[config.mk]
export PLATFORM = sky130hd
export DESIGN_NAME = vra_slot_req
export DESIGN_NICKNAME = d
export VERILOG_FILES = /design/src/rtl/vra_pkg.sv /design/src/rtl/vra_cfg_regs.sv /design/src/rtl/vra_phase_acc.sv /design/src/rtl/vra_req_core.sv /design/src/rtl/vra_slot_req.sv
export SDC_FILE = /design/constraint.sdc
export NUM_CORES = 1
export LEC_CHECK = 0
export BUFFER_PORTS_ARGS = -buffer_cell sky130_fd_sc_hd__clkbuf_2
export CORE_ASPECT_RATIO = 0.75
export CORE_UTILIZATION = 50
export CTS_CLUSTER_DIAMETER = 80
export DETAILED_ROUTE_END_ITERATION = 6
export GPL_ROUTABILITY_DRIVEN = 0
export PLACE_DENSITY = 0.76
export REMOVE_ABC_BUFFERS = 1
export SLEW_MARGIN = 15
export SYNTH_ARGS = -nofsm -noshare
export SYNTH_HDL_FRONTEND = slang
export SYNTH_HIERARCHICAL = 1
export SYNTH_SLANG_ARGS = --single-unit
[constraint.sdc]
create_clock -name clk -period 3 [get_ports clk]
set_clock_uncertainty 0.1 [all_clocks]
set_input_delay 0.6 -clock clk [delete_from_list [all_inputs] [get_ports clk]]
set_output_delay 0.6 -clock clk [all_outputs]
set_load 0.01 [all_outputs]
[src/rtl/vra_pkg.sv]
package vra_pkg;
   localparam int NUM_SLOTS  = 10;      // slots 3 .. 12
   localparam int FLAG_LSB   = 2;       // slot 12 flag position
   localparam int WORD_W     = 20;
   localparam int FRAME_RATE = 48000;

   typedef enum logic [1:0] {
      ADDR_CTRL = 2'd0,
      ADDR_DAC  = 2'd1,
      ADDR_ADC  = 2'd2
   } vra_addr_e;
endpackage

[src/rtl/vra_cfg_regs.sv]
module vra_cfg_regs
   import vra_pkg::*;
#(
   parameter int RATE_W = 16,
   parameter int BASE   = FRAME_RATE
) (
   input  logic              clk,
   input  logic              rst_n,
   input  logic              wr_en,
   input  logic [1:0]        wr_addr,
   input  logic [RATE_W-1:0] wr_data,
   output logic              en,
   output logic [RATE_W-1:0] rate [2]
);
   localparam logic [RATE_W-1:0] BASE_V = RATE_W'(BASE);

   if (BASE >= (1 << RATE_W)) begin : g_bad_width
      $error("rate width too small for base rate");
   end

   always_ff @(posedge clk or negedge rst_n) begin
      if (!rst_n)
         en <= 1'b0;
      else if (wr_en && wr_addr == ADDR_CTRL)
         en <= wr_data[0];
   end

   for (genvar ch = 0; ch < 2; ch++) begin : g_rate
      always_ff @(posedge clk or negedge rst_n) begin
         if (!rst_n)
            rate[ch] <= BASE_V;
         else if (!en)
            rate[ch] <= BASE_V;
         else if (wr_en && wr_addr == 2'(ch + 1))
            rate[ch] <= (wr_data > BASE_V) ? BASE_V : wr_data;
      end
   end
endmodule

[src/rtl/vra_phase_acc.sv]
module vra_phase_acc
   import vra_pkg::*;
#(
   parameter int RATE_W = 16,
   parameter int BASE   = FRAME_RATE
) (
   input  logic              clk,
   input  logic              rst_n,
   input  logic              tick,
   input  logic              en,
   input  logic [RATE_W-1:0] rate,
   output logic              ev
);
   localparam int ACC_W = RATE_W + 1;
   localparam logic [ACC_W-1:0] BASE_A = ACC_W'(BASE);

   logic [ACC_W-1:0] acc_q;
   logic [ACC_W-1:0] sum;
   logic             hit;

   always_comb begin
      sum = acc_q + ACC_W'(rate);
      hit = (sum >= BASE_A);
      ev  = !en || hit;
   end

   always_ff @(posedge clk or negedge rst_n) begin
      if (!rst_n)
         acc_q <= '0;
      else if (!en)
         acc_q <= '0;
      else if (tick)
         acc_q <= hit ? (sum - BASE_A) : sum;
   end
endmodule

[src/rtl/vra_req_core.sv]
module vra_req_core
   import vra_pkg::*;
#(
   parameter int                   LVL_W      = 5,
   parameter int                   FIFO_DEPTH = 16,
   parameter int                   MISS_W     = 8,
   parameter logic [NUM_SLOTS-1:0] PLAY_MASK  = 10'b00_0000_0011,
   parameter logic [NUM_SLOTS-1:0] CAP_MASK   = 10'b00_0000_0011
) (
   input  logic                 clk,
   input  logic                 rst_n,
   input  logic                 tick,
   input  logic                 en,
   input  logic                 play_ev,
   input  logic                 cap_ev,
   input  logic [LVL_W-1:0]     fifo_level,
   input  logic [NUM_SLOTS-1:0] out_tag,
   output logic [WORD_W-1:0]    slot1_flags,
   output logic [NUM_SLOTS-1:0] cap_tag,
   output logic [NUM_SLOTS-1:0] fifo_wr,
   output logic                 underrun,
   output logic [MISS_W-1:0]    miss_count
);
   localparam int MISS_MAX = (1 << MISS_W) - 1;

   if (FIFO_DEPTH >= (1 << LVL_W)) begin : g_bad_lvl
      $error("level width cannot represent FIFO_DEPTH");
   end
   if (PLAY_MASK == '0) begin : g_bad_mask
      $error("at least one playback slot required");
   end

   logic [NUM_SLOTS-1:0] req_q, got, miss;
   logic                 full, empty, play_now, cap_now;
   int unsigned          miss_nxt;

   always_comb begin
      full     = (int'(fifo_level) >= FIFO_DEPTH);
      empty    = (fifo_level == '0);
      play_now = !en || (!full && (empty || play_ev));
      cap_now  = !en || cap_ev;
      got      = req_q & out_tag;
      miss     = req_q & ~out_tag;
      miss_nxt = int'(miss_count) + $countones(miss);
   end

   always_ff @(posedge clk or negedge rst_n) begin
      if (!rst_n) begin
         req_q      <= '0;
         cap_tag    <= '0;
         fifo_wr    <= '0;
         underrun   <= 1'b0;
         miss_count <= '0;
      end else begin
         fifo_wr <= '0;
         if (tick) begin
            req_q   <= play_now ? PLAY_MASK : '0;
            cap_tag <= cap_now ? CAP_MASK : '0;
            fifo_wr <= got;
            if (miss != '0) underrun <= 1'b1;
            miss_count <= (miss_nxt > MISS_MAX) ? MISS_W'(MISS_MAX)
                                                : MISS_W'(miss_nxt);
         end
      end
   end

   // slot 3 lands on the highest flag bit, slot 12 on the lowest
   for (genvar k = 0; k < NUM_SLOTS; k++) begin : g_flag
      assign slot1_flags[FLAG_LSB + NUM_SLOTS - 1 - k] = ~req_q[k];
   end
   assign slot1_flags[FLAG_LSB-1:0] = '0;
   assign slot1_flags[WORD_W-1:FLAG_LSB+NUM_SLOTS] = '0;
endmodule

[src/rtl/vra_slot_req.sv]
module vra_slot_req
   import vra_pkg::*;
#(
   parameter int                   RATE_W     = 16,
   parameter int                   LVL_W      = 5,
   parameter int                   FIFO_DEPTH = 16,
   parameter int                   MISS_W     = 8,
   parameter logic [NUM_SLOTS-1:0] PLAY_MASK  = 10'b00_0000_0011,
   parameter logic [NUM_SLOTS-1:0] CAP_MASK   = 10'b00_0000_0011
) (
   input  logic                 clk,
   input  logic                 rst_n,
   input  logic                 frame_start,
   input  logic                 wr_en,
   input  logic [1:0]           wr_addr,
   input  logic [RATE_W-1:0]    wr_data,
   input  logic [LVL_W-1:0]     fifo_level,
   input  logic [NUM_SLOTS-1:0] out_tag,
   output logic                 var_rate_en,
   output logic [RATE_W-1:0]    dac_rate,
   output logic [RATE_W-1:0]    adc_rate,
   output logic [WORD_W-1:0]    slot1_flags,
   output logic [NUM_SLOTS-1:0] cap_tag,
   output logic [NUM_SLOTS-1:0] fifo_wr,
   output logic                 underrun,
   output logic [MISS_W-1:0]    miss_count
);
   logic [RATE_W-1:0] rate [2];
   logic [1:0]        ev;

   vra_cfg_regs #(.RATE_W(RATE_W), .BASE(FRAME_RATE)) u_cfg (
      .clk(clk), .rst_n(rst_n), .wr_en(wr_en), .wr_addr(wr_addr),
      .wr_data(wr_data), .en(var_rate_en), .rate(rate)
   );

   for (genvar ch = 0; ch < 2; ch++) begin : g_acc
      vra_phase_acc #(.RATE_W(RATE_W), .BASE(FRAME_RATE)) u_acc (
         .clk(clk), .rst_n(rst_n), .tick(frame_start), .en(var_rate_en),
         .rate(rate[ch]), .ev(ev[ch])
      );
   end

   vra_req_core #(
      .LVL_W(LVL_W), .FIFO_DEPTH(FIFO_DEPTH), .MISS_W(MISS_W),
      .PLAY_MASK(PLAY_MASK), .CAP_MASK(CAP_MASK)
   ) u_core (
      .clk(clk), .rst_n(rst_n), .tick(frame_start), .en(var_rate_en),
      .play_ev(ev[0]), .cap_ev(ev[1]), .fifo_level(fifo_level),
      .out_tag(out_tag), .slot1_flags(slot1_flags), .cap_tag(cap_tag),
      .fifo_wr(fifo_wr), .underrun(underrun), .miss_count(miss_count)
   );

   assign dac_rate = rate[0];
   assign adc_rate = rate[1];
endmodule

==> results_dict.tcl <==
set metrics [dict create \
    start_util_pct 51.9 \
    cp.required_ns 3.16 \
    hp-class "in2async" \
    crit_slowest_cell "dfrtp_1" \
    ys_ff_latch 80 \
    antenna_found_initial 0 \
    cts_tree "done" \
    grt_pass1_wl_um 29300 \
    grt_usage_pct 29.6 \
    failed_checks "setup timing" \
    fin_crit_ns 3.40 \
    placed_cells 969 \
    wl_per_cell_um 18.7 \
    end_kind "flop" \
    postSynth.asyncResetShare_pct 100 \
    num-fill-cells 808 \
    num-nets-final 932 \
    syn_to_final_growth_pct 39.8 \
    syn_area_um2 6070 \
    portBuffers 76 \
    clockBufferDepth 2 \
    critPathLaunchType "flop" \
    drv_cap 0 \
    globalRoute.totalOverflow 0 \
    crit_buf_inv 1 \
    synthCells 654 \
    layout.cells.non_filler 1019 \
    core_area_um2 11700 \
    drtAntennaViolNets 0 \
    synth_top_area_share_pct 27.2 \
    drt_iter0_drc 392 \
    ys_types 88 \
    cp_max_fo 4 \
    finalMaxSlewViolations 0 \
    synth_ff_type "dfrtp_1" \
    mostFrequentLayoutCells "buf_4, clkbuf_2, dfrtp_1" \
    setup_ws_ns -0.398 \
    critPathMaxStageDelay_ns 0.44 \
    row_count 34 \
    ios 119 \
    synth_edf_count 0 \
    die_area_um2 12600 \
    synth_area_leaders "dfrtp_1, ha_1, dfstp_2, buf_4, mux2i_1" \
    timing.final.hold_violations 0 \
    synth.avg_cell_area_um2 9.27 \
    p_total_uw 8520 \
    finalCritPeriodShare_pct 113 \
    grt_setup_unrepaired "true" \
    peakVddDrop_mv 0.533 \
    crit_path_cell_trace "ha_4 -> a211oi_4 -> o211ai_1 -> and3_4 -> a2111oi_4 -> nand4_1 -> a2111oi_4 -> buf_4 -> nor2_4 -> or3_1 -> a31oi_1" \
    grt_max_degree 81 \
    diodes 0 \
    cts_inserted_buffers 9 \
    first_pass_iters 4 \
    grt_pass1_vias 5843 \
    viasPerCell 5.89 \
    setup_viol 21 \
    finalSetupTns_ns -4.80 \
    seq_area_um2 2020 \
    worst-setup-path-type "reg2reg" \
    cts_sinks 80 \
    fp.dieH_um 97.4 \
    drc 0 \
    power.leakage_uw 0.00399 \
    multi_input_area_um2 4380 \
    outcome "finished, violations left" \
    via_count 6003 \
    fp.dieW_um 129 \
    worst_pin_slew_ns 1.03 \
    cpMostUsedCell "a2111oi_4" \
    hold_buffers 0 \
    drive_above_1_share_pct 42.0 \
    clkLatencyLatePin_ns 0.34 \
    power.density_nw_per_um2 1010 \
    max-slew-margin-rel_pct 31.5 \
    hpwl_um 12500 \
    cp_top_family "compound AO/OA/AOI/OAI gates" \
    fmax_mhz 294 \
    crit_arrival_ns 3.56 \
    layout_commonest_cell "buf_4" \
    yosysWarnings 6 \
    clk_pin_slew_ns 0.06 \
    htree_levels 3 \
    synth.largest_area_cell "dfrtp_1" \
    seq_area_frac_synth_pct 33.3 \
    cts-root-buf "clkbuf_16" \
    drt-total-wl_um 19100 \
]
## sequential cells by signal, summed over array words and instances (netlist names)
register,count
g_acc.u_acc/acc_q,34
u_cfg/en,1
u_cfg/rate,32
u_core/cap_tag,1
u_core/fifo_wr,2
u_core/miss_count,8
u_core/req_q,1
u_core/underrun,1
## what timing repair did
action / CTS / global route
setup buffers: 19 / 20
pin swaps: 51 / 58
setup endpoints to repair: 22 / 22
resized for setup: 94 / 60
## worst register-to-register path, delay by kind of cell (launching register included)
kind	cells	cell delay (ns)
and+or+nand+nor	4	0.89
adders and majority gates	1	0.28
AOI/OAI and AO/OA	5	1.41
buffers and inverters	1	0.20
DFF	1	0.44
## kinds of logic (layout without fill, tap and decap cells)
family                   count (synthesis)  in the layout  share of synthesized area, %
AO/OA/AOI/OAI                          209            209                          25.1
buffers and inverters                   80            251                          7.80
flip-flops                              80             80                          33.3
multiplexers                            25             25                          4.17
other                                    2             34                         0.124
XOR/XNOR                                24             24                          3.59
AND/OR/NAND/NOR                        191            191                          16.7
adder cells (fa/ha/maj)                 43             43                          9.24
## path summary, 6_finish.rpt
check | startpoint | end | slack [ns] | cells after the start
setup reg to reg | g_acc[0].u_acc/acc_q[1] | g_acc[0].u_acc/acc_q[10] | -0.40 | 11
setup / recovery | g_acc[0].u_acc/acc_q[1] | g_acc[0].u_acc/acc_q[10] | -0.40 | 11
hold reg to reg | u_core/underrun | u_core/underrun | 0.37 | 1
max in group asynchronous | rst_n | u_cfg/rate[17] | 1.73 | 1
hold / removal | rst_n | g_acc[1].u_acc/acc_q[16] | 0.33 | 1
min in group clk | u_core/underrun | u_core/underrun | 0.37 | 1
## through the flow
stage	worst slack [ns]	hold WS [ns]	util (%)	instance area, µm²
after floorplan	-0.392	0.204	-	5790
after global placement	-0.435	0.338	61.2	7160
after detailed placement	-0.503	0.356	61.2	7160
after CTS	-0.268	0.367	68.8	8050
after global routing	-0.547	0.380	72.5	8480
final	-0.398	0.329	72.5	8480
## routing by layer
layer | wire [µm] | global-route usage, %
met5 | 0 | 0
met4 | 575 | 9.23
met3 | 1170 | 5.78
met2 | 9110 | 48.9
met1 | 8220 | 38.8
## power by group
group          switching [µW]  internal [µW]
Combinational            3000           2880
Clock                     435            774
Sequential                163           1280
Total                    3600           4930
## final cells by class
type                            count  area share, %
Multi-Input combinational cell    526           51.6
Sequential cell                    80           23.8
Timing Repair Buffer              214           17.4
Clock buffer                       13           3.07
Tap cell                          162           2.39
Inverter                           21          0.930
Clock inverter                      3          0.767
## synth_stat cells, drive strengths merged, types with 5 or more instances
cell type and number:
and3 10, a21boi 6, a32o 16, a21o 11, nand3 12, a211oi 8, mux2i 23, ha 40
o21a 6, nor3 6, nand2 48, a31oi 20, nand4 5, xor2 10, nand2b 7, o22a 10
o21ai 47, a21oi 41, inv 21, xnor2 14, nor2 49, o211ai 11, buf 50, clkbuf 9
dfrtp 66, nor2b 15, and2 7, dfstp 14
No activity file was read; power rests on OpenSTA's default activity.
